===== src/rtl/sramc_pkg.sv =====
package sramc_pkg;

    typedef enum logic [2:0] {
        ST_IDLE     = 3'd0,
        ST_RD_WAIT  = 3'd1,
        ST_RD_CAP   = 3'd2,
        ST_WR_SETUP = 3'd3,
        ST_WR_PULSE = 3'd4,
        ST_WR_END   = 3'd5,
        ST_TURN     = 3'd6
    } sramc_state_e;

    typedef struct packed {
        sramc_state_e st;
        logic         cs_n;
        logic         we_n;
        logic         oe_n;
        logic         drv;
        logic         rdy;
    } sramc_ctl_t;

    // Minimum time in ns to whole clock cycles, rounded up, never below one.
    function automatic int unsigned ns_to_cyc(input int unsigned ns, input int unsigned per);
        int unsigned c;
        c = (ns + per - 1) / per;
        return (c == 0) ? 1 : c;
    endfunction

    function automatic int unsigned umax(input int unsigned a, input int unsigned b);
        return (a > b) ? a : b;
    endfunction

endpackage


===== src/rtl/sramc_wait_ctr.sv =====
module sramc_wait_ctr #(
    parameter int unsigned CNT_W = 3
) (
    input  logic             clk,
    input  logic             rst_n,
    input  logic             load,
    input  logic [CNT_W-1:0] load_val,
    output logic             zero
);
    logic [CNT_W-1:0] cnt_d, cnt_q;

    always_comb begin
        cnt_d = cnt_q;
        if (load) begin
            cnt_d = load_val;
        end else if (cnt_q != '0) begin
            cnt_d = cnt_q - 1'b1;
        end
    end

    always_ff @(posedge clk or negedge rst_n) begin
        if (!rst_n) cnt_q <= '0;
        else        cnt_q <= cnt_d;
    end

    assign zero = (cnt_q == '0);

    // An expired count stays expired until reloaded (wait states never wrap).
    assert_ctr_hold_R9: assert property (@(posedge clk) disable iff (!rst_n)
        (zero && !load) |=> zero);

endmodule


===== src/rtl/sramc_req_hold.sv =====
module sramc_req_hold #(
    parameter int unsigned ADDR_W = 15,
    parameter int unsigned DATA_W = 8
) (
    input  logic              clk,
    input  logic              rst_n,
    input  logic              take,
    input  logic [ADDR_W-1:0] addr_in,
    input  logic [DATA_W-1:0] data_in,
    output logic [ADDR_W-1:0] addr_out,
    output logic [DATA_W-1:0] data_out
);
    logic [ADDR_W-1:0] addr_d, addr_q;
    logic [DATA_W-1:0] data_d, data_q;

    always_comb begin
        addr_d = addr_q;
        data_d = data_q;
        if (take) begin
            addr_d = addr_in;
            data_d = data_in;
        end
    end

    always_ff @(posedge clk or negedge rst_n) begin
        if (!rst_n) begin
            addr_q <= '0;
            data_q <= '0;
        end else begin
            addr_q <= addr_d;
            data_q <= data_d;
        end
    end

    assign addr_out = addr_q;
    assign data_out = data_q;

endmodule


===== src/rtl/sramc_rd_cap.sv =====
module sramc_rd_cap #(
    parameter int unsigned DATA_W = 8
) (
    input  logic              clk,
    input  logic              rst_n,
    input  logic              cap,
    input  logic [DATA_W-1:0] dq_in,
    output logic [DATA_W-1:0] rdata
);
    logic [DATA_W-1:0] rdata_d, rdata_q;

    always_comb begin
        rdata_d = cap ? dq_in : rdata_q;
    end

    always_ff @(posedge clk or negedge rst_n) begin
        if (!rst_n) rdata_q <= '0;
        else        rdata_q <= rdata_d;
    end

    assign rdata = rdata_q;

endmodule


===== src/rtl/sramc_async_ctl.sv =====
module sramc_async_ctl
    import sramc_pkg::*;
#(
    parameter int unsigned CLK_NS   = 10,
    parameter int unsigned ADDR_W   = 15,
    parameter int unsigned DATA_W   = 8,
    parameter int unsigned T_RC_NS  = 70,
    parameter int unsigned T_AA_NS  = 70,
    parameter int unsigned T_AOE_NS = 35,
    parameter int unsigned T_WC_NS  = 70,
    parameter int unsigned T_WP_NS  = 50,
    parameter int unsigned T_CW_NS  = 50,
    parameter int unsigned T_AW_NS  = 50,
    parameter int unsigned T_DW_NS  = 30,
    parameter int unsigned T_OHZ_NS = 30
) (
    input  logic              clk,
    input  logic              rst_n,
    input  logic              req_valid,
    input  logic              req_write,
    input  logic [ADDR_W-1:0] req_addr,
    input  logic [DATA_W-1:0] req_wdata,
    output logic              rsp_ready,
    output logic [DATA_W-1:0] rsp_rdata,
    output logic              sram_cs_n,
    output logic              sram_we_n,
    output logic              sram_oe_n,
    output logic [ADDR_W-1:0] sram_addr,
    output logic [DATA_W-1:0] sram_dq_out,
    output logic              sram_dq_oe,
    input  logic [DATA_W-1:0] sram_dq_in
);
    // Wait-state counts derived from the timing parameters.
    localparam int unsigned N_RD    = umax(ns_to_cyc(T_RC_NS, CLK_NS),
                                      umax(ns_to_cyc(T_AA_NS, CLK_NS), ns_to_cyc(T_AOE_NS, CLK_NS)));
    localparam int unsigned N_PULSE = umax(ns_to_cyc(T_WP_NS, CLK_NS), ns_to_cyc(T_DW_NS, CLK_NS));
    localparam int unsigned N_WC    = ns_to_cyc(T_WC_NS, CLK_NS);
    localparam int unsigned N_HOLD  = ns_to_cyc(umax(T_CW_NS, T_AW_NS), CLK_NS);
    localparam int unsigned WC_REM  = (N_WC > N_PULSE + 1) ? (N_WC - N_PULSE - 1) : 0;
    localparam int unsigned HD_REM  = (N_HOLD > N_PULSE) ? (N_HOLD - N_PULSE) : 0;
    localparam int unsigned N_SETUP = umax(1, umax(WC_REM, HD_REM));
    localparam int unsigned N_TA    = ns_to_cyc(T_OHZ_NS, CLK_NS);
    localparam int unsigned N_MAX   = umax(umax(N_RD, N_PULSE), umax(N_SETUP, N_TA));
    localparam int unsigned CNT_W   = $clog2(N_MAX + 1);
    localparam int unsigned GAP_W   = $clog2(N_TA + 1);

    localparam logic [CNT_W-1:0] LD_RD    = (N_RD > 1) ? CNT_W'(N_RD - 2) : '0;
    localparam logic [CNT_W-1:0] LD_SETUP = CNT_W'(N_SETUP - 1);
    localparam logic [CNT_W-1:0] LD_PULSE = CNT_W'(N_PULSE - 1);
    localparam logic [CNT_W-1:0] LD_TA    = CNT_W'(N_TA - 1);
    localparam logic [GAP_W-1:0] GAP_MIN  = GAP_W'(N_TA);

    sramc_ctl_t        ctl_d, ctl_q;
    logic              ld;
    logic [CNT_W-1:0]  ld_val;
    logic              wait_zero;
    logic              take;
    logic              cap;

    sramc_wait_ctr #(.CNT_W(CNT_W)) wait_ctr_i (
        .clk      (clk),
        .rst_n    (rst_n),
        .load     (ld),
        .load_val (ld_val),
        .zero     (wait_zero)
    );

    sramc_req_hold #(.ADDR_W(ADDR_W), .DATA_W(DATA_W)) req_hold_i (
        .clk      (clk),
        .rst_n    (rst_n),
        .take     (take),
        .addr_in  (req_addr),
        .data_in  (req_wdata),
        .addr_out (sram_addr),
        .data_out (sram_dq_out)
    );

    sramc_rd_cap #(.DATA_W(DATA_W)) rd_cap_i (
        .clk   (clk),
        .rst_n (rst_n),
        .cap   (cap),
        .dq_in (sram_dq_in),
        .rdata (rsp_rdata)
    );

    always_comb begin
        ctl_d     = ctl_q;
        ctl_d.rdy = 1'b0;
        ld        = 1'b0;
        ld_val    = '0;
        take      = 1'b0;
        cap       = 1'b0;
        unique case (ctl_q.st)
            ST_IDLE: begin
                if (req_valid) begin
                    take = 1'b1;
                    ld   = 1'b1;
                    if (req_write) begin
                        ctl_d.st = ST_WR_SETUP;
                        ld_val   = LD_SETUP;
                    end else if (N_RD > 1) begin
                        ctl_d.st = ST_RD_WAIT;
                        ld_val   = LD_RD;
                    end else begin
                        ctl_d.st = ST_RD_CAP;
                    end
                end
            end
            ST_RD_WAIT: begin
                if (wait_zero) ctl_d.st = ST_RD_CAP;
            end
            ST_RD_CAP: begin
                cap      = 1'b1;
                ld       = 1'b1;
                ld_val   = LD_TA;
                ctl_d.st = ST_TURN;
            end
            ST_TURN: begin
                if (wait_zero) begin
                    ctl_d.st  = ST_IDLE;
                    ctl_d.rdy = 1'b1;
                end
            end
            ST_WR_SETUP: begin
                if (wait_zero) begin
                    ld       = 1'b1;
                    ld_val   = LD_PULSE;
                    ctl_d.st = ST_WR_PULSE;
                end
            end
            ST_WR_PULSE: begin
                if (wait_zero) ctl_d.st = ST_WR_END;
            end
            ST_WR_END: begin
                ctl_d.st  = ST_IDLE;
                ctl_d.rdy = 1'b1;
            end
            default: ctl_d.st = ST_IDLE;
        endcase

        // Strobes are registered, decoded from the state being entered.
        ctl_d.cs_n = (ctl_d.st == ST_IDLE) || (ctl_d.st == ST_TURN);
        ctl_d.oe_n = !((ctl_d.st == ST_RD_WAIT) || (ctl_d.st == ST_RD_CAP));
        ctl_d.we_n = (ctl_d.st != ST_WR_PULSE);
        ctl_d.drv  = (ctl_d.st == ST_WR_SETUP) || (ctl_d.st == ST_WR_PULSE) ||
                     (ctl_d.st == ST_WR_END);
    end

    always_ff @(posedge clk or negedge rst_n) begin
        if (!rst_n) begin
            ctl_q <= '{st: ST_IDLE, cs_n: 1'b1, we_n: 1'b1, oe_n: 1'b1, drv: 1'b0, rdy: 1'b0};
        end else begin
            ctl_q <= ctl_d;
        end
    end

    assign sram_cs_n  = ctl_q.cs_n;
    assign sram_we_n  = ctl_q.we_n;
    assign sram_oe_n  = ctl_q.oe_n;
    assign sram_dq_oe = ctl_q.drv;
    assign rsp_ready  = ctl_q.rdy;

    // Checker state: cycles since output enable was last low, saturating.
    logic [GAP_W-1:0] gap_q;
    always_ff @(posedge clk or negedge rst_n) begin
        if (!rst_n)              gap_q <= GAP_MIN;
        else if (!sram_oe_n)     gap_q <= '0;
        else if (gap_q < GAP_MIN) gap_q <= gap_q + 1'b1;
    end

    assert_turn_gap_R5: assert property (@(posedge clk) disable iff (!rst_n)
        sram_dq_oe |-> (gap_q >= GAP_MIN));

    assert_drv_oe_excl_R10: assert property (@(posedge clk) disable iff (!rst_n)
        sram_dq_oe |-> sram_oe_n);

    assert_we_in_cs_R3: assert property (@(posedge clk) disable iff (!rst_n)
        !sram_we_n |-> (!sram_cs_n && sram_oe_n && sram_dq_oe));

    assert_rdy_pulse_R6: assert property (@(posedge clk) disable iff (!rst_n)
        rsp_ready |=> !rsp_ready);

    assert_addr_hold_R8: assert property (@(posedge clk) disable iff (!rst_n)
        (!sram_cs_n && $past(!sram_cs_n)) |-> $stable(sram_addr));

    assert_data_hold_R4: assert property (@(posedge clk) disable iff (!rst_n)
        $rose(sram_we_n) |-> sram_dq_oe && $stable(sram_dq_out));

endmodule


===== config.mk =====
export PLATFORM = sky130hd
export DESIGN_NAME = sramc_async_ctl
export DESIGN_NICKNAME = d
export VERILOG_FILES = /design/src/rtl/sramc_pkg.sv /design/src/rtl/sramc_wait_ctr.sv /design/src/rtl/sramc_req_hold.sv /design/src/rtl/sramc_rd_cap.sv /design/src/rtl/sramc_async_ctl.sv
export SDC_FILE = /design/constraint.sdc
export NUM_CORES = 1
export LEC_CHECK = 0
export ABC_AREA = 1
export BUFFER_PORTS_ARGS = -buffer_cell sky130_fd_sc_hd__buf_2
export CORE_UTILIZATION = 48
export DETAILED_ROUTE_END_ITERATION = 6
export PLACE_DENSITY = 0.79
export SLEW_MARGIN = 20
export SYNTH_ARGS = -nofsm -noshare
export SYNTH_HDL_FRONTEND = slang
export SYNTH_SLANG_ARGS = --single-unit

===== constraint.sdc =====
create_clock -name clk -period 1.9 [get_ports clk]
set_clock_uncertainty 0.05 [all_clocks]
set_input_delay 0.38 -clock clk [delete_from_list [all_inputs] [get_ports clk]]
set_output_delay 0.38 -clock clk [all_outputs]
set_load 0.05 [all_outputs]

==> metrics <==
status=completed; CP Max Fanout=27; # Post-CTS Setup Buffers=0; Final Instance Count excl. Fillers=312; detailed placement HPWL=2570 µm; FF+latch count, synth=42; WP data arrival=1810 ps; num rows=21; Vias=1433; Final setup viols=0; gr usage total=0.196; full die area=4000 µm²; Final ANT Viol Nets=0; Final Util=0.669; Via-to-Cell Ratio=4.59; area fraction of the dominant cell type after synthesis=0.541; Num CTS Buffers=5; crit path launch=ctl_q[5]; core footprint=3470 µm²; fraction of the mapped netlist area in compound gates=0.0194; Post-synth EDFFs=0; largest net degree at the start of global routing=28; Post-Syn Instances=189; Placer Congestion=0.935; worst relative slew slack=0.729; Max-Cap Viols=0; Setup CP Type=reg -> reg; top layer in use=met4; clk buf depth=2; end of the critical path=req_hold_i.data_out[6]; routed length on met1=1680 µm; most common cell in the netlist=nand2_1; mapped cell area=1800 µm²; post-synthesis sequential area ratio=0.585; Final Hold Fails=0; Layout Nets=302; largest family of logic cells by synthesized area=simple AND/OR/NAND/NOR gates; First-pass DRT Iterations=4; Area growth syn-to-layout=28.7%; pins over their slew limit=0; number of DRC markers in iteration 0=63; most frequent cells after synthesis=nand2_1, dfrtp_1, nand3_1, inv_1, mux2_2; post-synthesis xor/xnor area fraction=0.00486; Buffers on Ports=70; Worst Hold Class=in -> reg; CTS tree=built; Max H-tree Level=2; Fmax=616 MHz; cell taking the most area after synthesis=dfrtp_1; clock-pin slew on the worst setup and hold paths=90 ps; Reg2Reg Depth=5; DRT Wirelength=3570 µm; wire per inst=11.4 µm; vias in the first global route=1365; Yosys warnings=0; Worst Setup End Kind=register; Starting Density=0.520; Skew-Pair Late Insertion Delay=300 ps; GRT overflow=0; CP startpoint kind=register; initial antenna violation count=0; first-pass GRT wire length=5990 µm; Post-Syn Nets=226; Reg-to-Reg End=req_hold_i.data_out[6]; # DRC=0; worst slew pin tran=406 ps; critical path required time=2090 ps; placed cells=303; share of cells above drive strength 1=0.410; Clock Sinks=42; fraction of registers with async set/reset=1.00; Die W=63.3 µm; n_diodes=0; FF-to-FF setup slack=280 ps; clock root buffer master=clkbuf_8; Avg Inst Size Synth=9.54 µm²; Netlist cell types=20; mux cell area share after synthesis=0.0500; Die Height=63.3 µm; Synth Area in Adders=0.0139; RSZ-0062 raised after global routing=false; simple-gate share of the synthesized area=0.273; worst r2r src=ctl_q[5]; hold_ws=220 ps; WL met2=1610 µm; # IOs=71; Synth Flop Type=dfrtp_1; Synth area leaders=dfrtp_1, nand2_1, mux2_2; min Tclk post-route=1620 ps; fin crit share=0.855; TNS Setup=0 ps; Routed met3 length=239 µm
[critical path: stages, from the launching register on]
cell and delay, ps:
dfrtp_1 460, nor2_2 280, nand2_4 230, inv_2 350
nand2_1 120, nand2_1 80
[cell type report]
class	count	area (µm²)
sequential	42	1050
clock inverter	3	48.8
inverter	17	63.8
fill	300	1150
clock buffer	5	68.8
tap	46	57.6
multi-input combinational	126	652
timing repair buffer	73	375
[timing repair]
action / in CTS / in global routing
hold buffers: 1 / 0
hold endpoints to repair: 13 / 0
endpoints found under the setup margin: 0 / 0
gates resized for setup: 0 / 0
[how the worst min path moves through the flow]
stage | from | endpoint | depth (start not counted)
5_1_grt | req_addr[6] | req_hold_i.addr_out[6] | 3
3_3_place_gp | rst_n | req_hold_i.data_out[6] | 1
4_1_cts | req_addr[5] | req_hold_i.addr_out[5] | 3
6_report | req_addr[5] | req_hold_i.addr_out[5] | 3
3_5_place_dp | rst_n | req_hold_i.data_out[6] | 1
2_1_floorplan | rst_n | ctl_q[5] | 0
[metrics by stage]
| stage | worst slack [ps] | area, µm² |
|---|---|---|
| 2_1_floorplan | 517 | 1800 |
| 3_3_place_gp | 341 | 2190 |
| 3_5_place_dp | 286 | 2190 |
| 4_1_cts | 254 | 2320 |
| 5_1_grt | 139 | 2320 |
| 6_report | 276 | 2320 |
[routing by layer]
metal	GRT usage	vias up
met4	0.0682	0
li1	-	732
met2	0.304	59
met1	0.272	636
met5	0	-
met3	0.0435	6
[placed cells by master (no fill, tap or decap), types with 3 or more instances in the layout]
cell type / count
nor2_1: 7
nand3_2: 4
inv_1: 11
dfrtp_1: 39
buf_2: 70
nand2_1: 81
inv_2: 6
nand3_1: 13
dfstp_2: 3
clkbuf_8: 5
mux2_2: 8
[cell families (layout without fill, tap and decap cells)]
| logic type | count (synthesis) | count (layout) |
|---|---|---|
| simple gates | 111 | 111 |
| flops | 42 | 42 |
| buf+inv | 21 | 98 |
| mux | 8 | 8 |
| compound gates | 4 | 4 |
| fa+ha+maj | 2 | 2 |
| xor+xnor | 1 | 1 |
[flip-flops by register name, summed over array words and instances, names as in the netlist]
name / flops
sram_dq_oe: 1
sram_oe_n: 1
req_hold_i.addr_out: 15
rd_cap_i.rdata: 8
ctl_q: 3
sram_cs_n: 1
req_hold_i.data_out: 8
wait_ctr_i.cnt_q: 3
sram_we_n: 1
rsp_ready: 1
Power is left out: the tool's default activity adds up to more than one toggle a clock period on the data nets, which glitch-free logic cannot reach.
